## config.mk

```make
export PLATFORM = sky130hd
export DESIGN_NAME = useq_core
export DESIGN_NICKNAME = d
export VERILOG_FILES = /design/src/rtl/useq_pkg.sv /design/src/rtl/useq_rom.sv /design/src/rtl/useq_nextaddr.sv /design/src/rtl/useq_stack.sv /design/src/rtl/useq_core.sv
export SDC_FILE = /design/constraint.sdc
export NUM_CORES = 1
export LEC_CHECK = 0
export ABC_AREA = 1
export BUFFER_PORTS_ARGS = -buffer_cell sky130_fd_sc_hd__buf_2
export CELL_PAD_IN_SITES_DETAIL_PLACEMENT = 1
export CELL_PAD_IN_SITES_GLOBAL_PLACEMENT = 2
export CORE_MARGIN = 2
export CORE_UTILIZATION = 25
export DETAILED_ROUTE_END_ITERATION = 16
export PLACE_DENSITY_LB_ADDON = 0.25
export SLEW_MARGIN = 5
export SYNTH_ARGS = -nofsm -noshare
export SYNTH_HDL_FRONTEND = slang
export SYNTH_HIERARCHICAL = 1
export SYNTH_SLANG_ARGS = --single-unit
```

## constraint.sdc

```tcl
create_clock -name clk -period 5.3 [get_ports clk]
set_clock_uncertainty 0.15 [all_clocks]
set_input_delay 1.325 -clock clk [delete_from_list [all_inputs] [get_ports clk]]
set_output_delay 1.325 -clock clk [all_outputs]
set_load 0.005 [all_outputs]
```

## src/rtl/useq_pkg.sv

```systemverilog
package useq_pkg;

  localparam int UA_W = 5;
  localparam int IB_W = 8;

  localparam logic [UA_W-1:0] UA_FETCH  = 5'd0;
  localparam logic [UA_W-1:0] UA_DECODE = 5'd1;
  localparam logic [UA_W-1:0] UA_JMP2   = 5'd2;

  localparam logic [3:0] OPC_PFX = 4'd0;
  localparam logic [3:0] OPC_LDC = 4'd1;
  localparam logic [3:0] OPC_ADD = 4'd2;
  localparam logic [3:0] OPC_SUB = 4'd3;
  localparam logic [3:0] OPC_DUP = 4'd4;
  localparam logic [3:0] OPC_SWP = 4'd5;
  localparam logic [3:0] OPC_JMP = 4'd6;

  typedef enum logic [0:0] {AB_IDLE, AB_IP} abus_e;
  typedef enum logic [2:0] {DB_NONE, DB_MEM, DB_OPND, DB_SUM, DB_DIFF, DB_TOP} dbus_e;
  typedef enum logic [1:0] {SK_HOLD, SK_PUSH, SK_FOLD, SK_SWAP} stk_e;
  typedef enum logic [1:0] {OP_HOLD, OP_CLEAR, OP_SHIFT, OP_MERGE} opr_e;
  typedef enum logic [1:0] {IP_HOLD, IP_INC, IP_JUMP} ipc_e;
  typedef enum logic [0:0] {NX_FIXED, NX_DISPATCH} nxt_e;

  typedef struct packed {
    abus_e           abus;
    dbus_e           dbus;
    stk_e            stk;
    logic            ir_ld;
    ipc_e            ipc;
    opr_e            opr;
    nxt_e            nxt;
    logic [UA_W-1:0] naddr;
  } uword_t;

  function automatic logic [UA_W-1:0] dispatch_addr(input logic [3:0] opc);
    return {1'b1, opc};
  endfunction

endpackage

```

## src/rtl/useq_rom.sv

```systemverilog
module useq_rom
  import useq_pkg::*;
(
  input  logic [UA_W-1:0] upc,
  output uword_t          uw
);

  always_comb begin
    uw = '{abus: AB_IDLE, dbus: DB_NONE, stk: SK_HOLD, ir_ld: 1'b0,
           ipc: IP_HOLD, opr: OP_CLEAR, nxt: NX_FIXED, naddr: UA_FETCH};
    case (upc)
      UA_FETCH: begin
        uw.abus  = AB_IP;
        uw.dbus  = DB_MEM;
        uw.ir_ld = 1'b1;
        uw.ipc   = IP_INC;
        uw.opr   = OP_HOLD;
        uw.naddr = UA_DECODE;
      end
      UA_DECODE: begin
        uw.opr = OP_HOLD;
        uw.nxt = NX_DISPATCH;
      end
      UA_JMP2: begin
        uw.ipc = IP_JUMP;
      end
      dispatch_addr(OPC_PFX): uw.opr = OP_SHIFT;
      dispatch_addr(OPC_LDC): begin
        uw.dbus = DB_OPND;
        uw.stk  = SK_PUSH;
      end
      dispatch_addr(OPC_ADD): begin
        uw.dbus = DB_SUM;
        uw.stk  = SK_FOLD;
      end
      dispatch_addr(OPC_SUB): begin
        uw.dbus = DB_DIFF;
        uw.stk  = SK_FOLD;
      end
      dispatch_addr(OPC_DUP): begin
        uw.dbus = DB_TOP;
        uw.stk  = SK_PUSH;
      end
      dispatch_addr(OPC_SWP): uw.stk = SK_SWAP;
      dispatch_addr(OPC_JMP): begin
        uw.opr   = OP_MERGE;
        uw.naddr = UA_JMP2;
      end
      default: ;
    endcase
  end

endmodule

```

## src/rtl/useq_nextaddr.sv

```systemverilog
module useq_nextaddr
  import useq_pkg::*;
(
  input  logic            clk,
  input  logic            rst_n,
  input  uword_t          uw,
  input  logic [3:0]      opcode,
  output logic [UA_W-1:0] upc
);

  logic [UA_W-1:0] upc_nxt;

  always_comb begin
    if (uw.nxt == NX_DISPATCH) upc_nxt = dispatch_addr(opcode);
    else                       upc_nxt = uw.naddr;
  end

  always_ff @(posedge clk or negedge rst_n) begin
    if (!rst_n) upc <= UA_FETCH;
    else        upc <= upc_nxt;
  end

  assert_fetch_to_decode_R2: assert property (@(posedge clk) disable iff (!rst_n)
    (upc == UA_FETCH) |=> (upc == UA_DECODE));

  assert_decode_dispatch_R3: assert property (@(posedge clk) disable iff (!rst_n)
    (upc == UA_DECODE) |=> (upc == {1'b1, $past(opcode)}));

  assert_exec_returns_R4: assert property (@(posedge clk) disable iff (!rst_n)
    (upc[UA_W-1] && (upc[3:0] != OPC_JMP)) |=> (upc == UA_FETCH));

  assert_jump_chain_R5: assert property (@(posedge clk) disable iff (!rst_n)
    (upc == dispatch_addr(OPC_JMP)) |=> (upc == UA_JMP2));

endmodule

```

## src/rtl/useq_stack.sv

```systemverilog
module useq_stack
  import useq_pkg::*;
#(
  parameter int W = 16
) (
  input  logic         clk,
  input  logic         rst_n,
  input  stk_e         op,
  input  logic [W-1:0] din,
  output logic [W-1:0] a,
  output logic [W-1:0] b,
  output logic [W-1:0] c,
  output logic         push_ev,
  output logic         fold_ev
);

  assign push_ev = (op == SK_PUSH);
  assign fold_ev = (op == SK_FOLD);

  always_ff @(posedge clk or negedge rst_n) begin
    if (!rst_n) begin
      a <= '0;
      b <= '0;
      c <= '0;
    end else begin
      case (op)
        SK_PUSH: begin
          a <= din;
          b <= a;
          c <= b;
        end
        SK_FOLD: begin
          a <= din;
          b <= c;
        end
        SK_SWAP: begin
          a <= b;
          b <= a;
        end
        default: ;
      endcase
    end
  end

  assert_push_shift_R7: assert property (@(posedge clk) disable iff (!rst_n)
    push_ev |=> (b == $past(a)) && (c == $past(b)));

  assert_fold_pop_R8: assert property (@(posedge clk) disable iff (!rst_n)
    fold_ev |=> (b == $past(c)) && (c == $past(c)));

  assert_swap_R9: assert property (@(posedge clk) disable iff (!rst_n)
    (op == SK_SWAP) |=> (a == $past(b)) && (b == $past(a)) && $stable(c));

endmodule

```

## src/rtl/useq_core.sv

```systemverilog
module useq_core
  import useq_pkg::*;
#(
  parameter int W  = 16,
  parameter int AW = 8
) (
  input  logic            clk,
  input  logic            rst_n,
  output logic [AW-1:0]   mem_addr,
  output logic            mem_rd,
  input  logic [IB_W-1:0] mem_rdata,
  output logic [AW-1:0]   ip_o,
  output logic [W-1:0]    opnd_o,
  output logic [UA_W-1:0] upc_o,
  output logic [W-1:0]    stk_a,
  output logic [W-1:0]    stk_b,
  output logic [W-1:0]    stk_c
);

  localparam int NIB = 4;

  function automatic logic [W-1:0] opnd_merge(input logic [W-1:0] o, input logic [NIB-1:0] n);
    return o | W'(n);
  endfunction

  function automatic logic [W-1:0] opnd_shift(input logic [W-1:0] o, input logic [NIB-1:0] n);
    return opnd_merge(o, n) << NIB;
  endfunction

  function automatic logic [AW-1:0] jump_target(input logic [AW-1:0] p, input logic [W-1:0] o);
    return p + o[AW-1:0];
  endfunction

  logic [UA_W-1:0] upc;
  uword_t          uw;
  logic [IB_W-1:0] ireg;
  logic [W-1:0]    oreg;
  logic [AW-1:0]   ip;
  logic [W-1:0]    dbus;
  logic            push_ev, fold_ev;
  logic            fetch_ev;

  useq_rom u_rom (.upc(upc), .uw(uw));

  useq_nextaddr u_nxt (
    .clk(clk), .rst_n(rst_n), .uw(uw),
    .opcode(ireg[IB_W-1 -: 4]), .upc(upc)
  );

  always_comb begin
    case (uw.dbus)
      DB_MEM:  dbus = W'(mem_rdata);
      DB_OPND: dbus = opnd_merge(oreg, ireg[NIB-1:0]);
      DB_SUM:  dbus = stk_a + stk_b;
      DB_DIFF: dbus = stk_b - stk_a;
      DB_TOP:  dbus = stk_a;
      default: dbus = '0;
    endcase
  end

  useq_stack #(.W(W)) u_stk (
    .clk(clk), .rst_n(rst_n), .op(uw.stk), .din(dbus),
    .a(stk_a), .b(stk_b), .c(stk_c), .push_ev(push_ev), .fold_ev(fold_ev)
  );

  assign fetch_ev = (uw.abus == AB_IP);
  assign mem_rd   = fetch_ev;
  assign mem_addr = fetch_ev ? ip : '0;

  always_ff @(posedge clk or negedge rst_n) begin
    if (!rst_n) begin
      ireg <= '0;
      oreg <= '0;
      ip   <= '0;
    end else begin
      if (uw.ir_ld) ireg <= dbus[IB_W-1:0];
      case (uw.opr)
        OP_CLEAR: oreg <= '0;
        OP_SHIFT: oreg <= opnd_shift(oreg, ireg[NIB-1:0]);
        OP_MERGE: oreg <= opnd_merge(oreg, ireg[NIB-1:0]);
        default:  ;
      endcase
      case (uw.ipc)
        IP_INC:  ip <= ip + 1'b1;
        IP_JUMP: ip <= jump_target(ip, oreg);
        default: ;
      endcase
    end
  end

  assign ip_o   = ip;
  assign opnd_o = oreg;
  assign upc_o  = upc;

  assert_fetch_ip_step_R2: assert property (@(posedge clk) disable iff (!rst_n)
    mem_rd |=> (ip == $past(ip) + 1'b1));

  assert_rd_only_fetch_R12: assert property (@(posedge clk) disable iff (!rst_n)
    mem_rd |-> (upc == UA_FETCH));

  assert_opnd_cleared_R11: assert property (@(posedge clk) disable iff (!rst_n)
    (upc[UA_W-1] && (upc[3:0] != OPC_PFX) && (upc[3:0] != OPC_JMP)) |=> (oreg == '0));

  assert_stack_idle_R10: assert property (@(posedge clk) disable iff (!rst_n)
    (upc[UA_W-1] && (upc[3:0] > OPC_JMP)) |=> $stable(stk_a) && $stable(stk_b) && $stable(stk_c));

endmodule

```

* After elaboration in Yosys (flattened, before gate mapping)
Index checks and enable logic that the tools add are counted.
** Word-level totals
- Flip-flop bits (word level) :: 85
- Output and inout port bits :: 86
** Operators by class
- Add/sub/neg operators :: 4
- Eq/ne operators :: 23
- Mux-type cells :: 14
- Bitwise logic cells :: 1
- Reductions and logical operators :: 11
** Operator list (number)
- $pmux 16 s5 :: 1
- $pmux 16 s2 :: 2
- $pmux 16 s3 :: 1
- $eq 5x5->1 const B :: 7
- $add 16x16->16 :: 1
- $or 16x4->16 :: 1
- $pmux 8 s2 :: 1
- $sub 16x16->16 :: 1
- $pmux 3 s5 :: 1
- $pmux 2 s3 :: 2
- $eq 2x2->1 const B :: 5
- $reduce_or 2->1 :: 5
- $add 8x1->8 const B :: 1
- $add 8x8->8 :: 1
- $mux 8 :: 1
- $pmux 2 s2 :: 2
- $eq 2x1->1 const B :: 3
- $eq 3x2->1 const B :: 2
- $eq 3x3->1 const B :: 2
- $reduce_bool 2->1 :: 3
- $eq 5x1->1 const B :: 1
- $eq 5x2->1 const B :: 1
- $logic_not 5->1 :: 1
- $mux 5 :: 1
- 5 further kinds :: 6

* Depth between registers and ports, before layout
- Word-level depth :: 7
- Gate-level depth with buffers :: 25
- Depth with buffers taken out :: 25

* By module
The synthesis kept the hierarchy.
** Modules (own cells, without submodules)
- useq_core :: times used 1, cells each 504, area an instance 3260.6 µm², sequential area each 800.8 µm²
- useq_stack :: times used 1, cells each 279, area an instance 2272.2 µm², sequential area each 1201.2 µm²
- useq_rom :: times used 1, cells each 39, area an instance 193.9 µm², sequential area each 0.0 µm²
- useq_nextaddr :: times used 1, cells each 19, area an instance 180.2 µm², sequential area each 125.1 µm²

* Worst setup path before layout
OpenSTA, ideal clock, no wires.
- Path type :: flip-flop to flip-flop
- From :: register u_nxt.upc[1]
- To :: register u_stk.a[13]
- Data arrival time :: 2837 ps
- Required time :: 5033 ps
- Setup slack :: 2196 ps
- Stages on the path, launching flop included :: 24
- Path buffers :: 0
- Path through :: dfrtp_1 -> inv_1 -> nor2_1 -> inv_1 -> a21oi_1 -> inv_2 -> nand3_4 -> inv_2 -> a41o_1 -> xnor2_1 -> inv_1 -> ha_1 -> nand2_1 -> nand2_1 -> a21oi_2 -> inv_1 -> a21oi_1 -> nand3b_1 -> nand3_1 -> nand2_1 -> inv_1 -> nand2_1 -> nand3_1 -> nand2_1
** RTL lines
- from (decl) :: line useq_nextaddr.sv:8 : output logic [UA_W-1:0] upc
- from (signal assigned) :: line useq_nextaddr.sv:20 : else upc <= upc_nxt;
- to (signal assigned) :: line useq_stack.sv:28 : a <= din;
- to (signal assigned) :: line useq_stack.sv:33 : a <= din;
- to (decl) :: line useq_stack.sv:10 : output logic [W-1:0] a,

==> run metrics <==
status=completed; I/O Pins=96; post-DR wirelength/cell=16.5 µm; startpoint types=flop; Starting DRT DRC Count=approximately 230; Worst Tran Pin Value=between 0.8 and 0.9 ns; height of the die=~160 µm; Slew Viols, Final=0; Worst Path Max Fanout=10; Worst setup EP type=flop; hold depth=2; global-route wire length before repair=32600 µm; DRC=0; Antenna diodes=0; GRT Overall Usage=17.1%; FF-to-FF Start=u_nxt/upc[3]$_DFF_PN0_; placed wire-length estimate=16000 µm; port bufs=95; reg2reg setup slack=~1.5 ns; Mapped Area=5900 µm²; fraction of layout cells with a size suffix above 1=15.7%; Max-Cap Viols=0; maximum clock insertion buffer count=2; fin worst setup slack=1.52 ns; post-route setup TNS=0 ns; post-route cell area=6880 µm²; postcts setup bufs=0; Setup CP Type=reg2reg; Place WS=between 1.5 and 2 ns; mean post-synth cell area=between 7 and 8 µm²; post_cts resized=0; drt total wl=20600 µm; placed instance area=6610 µm²; Clock Sinks=85; largest net degree at the start of global routing=59; combinational share of power=43.6%; Min-Delay Path Class=reg2reg; Finish-stage setup viols=0; arrival time of the worst setup path=3.88 ns; switching power=1190 µW; vias per cell=between 4 and 5; Total Nets Final=961; CTS tree=built; CTS root buffer=clkbuf_16; Final Hold Viols=0; Detail Route Antenna Nets=0; Seq pwr share=33.6%; RSZ-0062 raised after global routing=false; Initial Utilization=approximately a quarter; Power Density=around 400 nW/µm²; First-pass DRT Iterations=4; H-tree depth=3; WP buf/inv=5; CP peak stage delay=0.44 ns; Worst Reg-to-Reg Cells=22; RR Endpoint=u_stk/a[11]$_DFFE_PN0P_; most frequent CP cell=nand2_1; # rows=56; DIE AREA=24900 µm²; clk_lat worst skew=0.35 ns; gate count after technology mapping=840; internal power consumption=1500 µW; Design Power=2680 µW; synth warn=6; global placement routability congestion=about 0.8; clock-pin slew on the worst setup and hold paths=0.07 ns; worst-path cell chain=nor2_4 > nand2_1 > a21oi_1 > inv_2 > nand3_4 > inv_2 > a41o_1 > xnor2_1 > inv_1 > ha_1 > nand2_1 > inv_1 > a21oi_2 > nand2_1 > nand2_1 > nand4_1 > nand3_1 > nand2_1 > inv_1 > nand2_1 > nand3_1 > nand2_1; CTS Hold Bufs=0; Final min period=around 3.8 ns; crit path max-delay cell type=dfrtp_1; Hold Crit Start=ireg[0]$_DFFE_PN0P_; headroom to the max-slew limit=44.0%; initial antenna violation count=0; core area=about 23000 µm²; Pleak=about 0.0038 µW; Clock power frac=about 23%; Num CTS Buffers=9; Layout area overhead=16.6%; vias in the first global route=5714; Worst EP required=5.40 ns; FMAX=264 MHz; grt ovf=0; Worst Hold Path EP=ireg[0]$_DFFE_PN0P_; Final period util=71.4%; DIE WIDTH=158 µm; vias post-DR=5598; Max VDD drop=0.147 mV; Switching Fraction=44.2%; largest delay contributor family on the critical path=simple AND/OR/NAND/NOR gates
cell type report:
| cell class | instances | area [µm²] |
|---|---|---|
| clock buffers | 9 | 225 |
| fillers | 2939 | 16500 |
| inverters | 137 | 519 |
| clock inverters | 7 | 50.0 |
| repair buffers | 98 | 500 |
| multi-input cells | 591 | 3060 |
| well taps | 319 | 399 |
| flip-flops and latches | 85 | 2130 |
registers in the layout (all words and copies together), names as in the netlist:
signal     flops
ip_o           8
ireg           8
opnd_o        16
u_nxt/upc      5
u_stk/a       16
u_stk/b       16
u_stk/c       16
per-layer routing:
layer  routed length, µm  track usage (%)
met5                   0                0
met4                 302             4.24
met3                 463             2.41
met2                9810             28.7
met1                9970             23.2
power by group through the flow:
stage	clock (µW)	combinational, µW	sequential [µW]
6_report	613	1170	901
5_1_grt	664	1350	922
4_1_cts	635	1190	908
3_5_place_dp	0	1180	919
3_3_place_gp	0	1170	920
2_1_floorplan	0	811	870
tightest hold or removal path, delay by kind of cell (launching register included):
family	cells	cell delay (ns)
flops	1	0.34
simple gates	2	0.12
through the flow:
step	std cells	hold WS, ns	utilization, %
2_1_floorplan	842	0.296	-
3_3_place_gp	1230	0.318	28.3
3_5_place_dp	1230	0.322	28.3
4_1_cts	1246	0.340	29.5
5_1_grt	1246	0.377	29.5
6_report	1246	0.336	29.5
worst max-delay path by stage:
stage                                       from                 endpoint  slack [ns]  depth (start not counted)
after floorplan           u_nxt/upc[1]$_DFF_PN0_  u_stk/a[13]$_DFFE_PN0P_        2.20                         23
after global placement    u_nxt/upc[3]$_DFF_PN0_  u_stk/a[11]$_DFFE_PN0P_        1.64                         22
after detailed placement  u_nxt/upc[3]$_DFF_PN0_  u_stk/a[11]$_DFFE_PN0P_        1.54                         22
after CTS                 u_nxt/upc[3]$_DFF_PN0_  u_stk/a[11]$_DFFE_PN0P_        1.53                         22
after global routing      u_nxt/upc[0]$_DFF_PN0_   u_stk/a[8]$_DFFE_PN0P_        1.14                         22
final                     u_nxt/upc[3]$_DFF_PN0_  u_stk/a[11]$_DFFE_PN0P_        1.52                         22
layout by cell type (no fill, tap or decap), drive strengths merged:
master / count
nand2: 298
inv: 139
buf: 98
nand3: 86
dfrtp: 85
nor2: 40
o21ai: 34
a21oi: 29
ha: 27
o22ai: 16
xor2: 15
clkbuf: 9
a22oi: 7
nand3b: 6
a31oi: 5
nand4: 4
o2111ai: 3
xnor2: 3
o21bai: 3
nor3: 3
clkinvlp: 3
conb: 3
fa: 2
clkinv: 2
or2: 2
a41o: 1
o21a: 1
a21o: 1
o31ai: 1
o211ai: 1
Note: power is estimated with default switching activity, not from simulation.
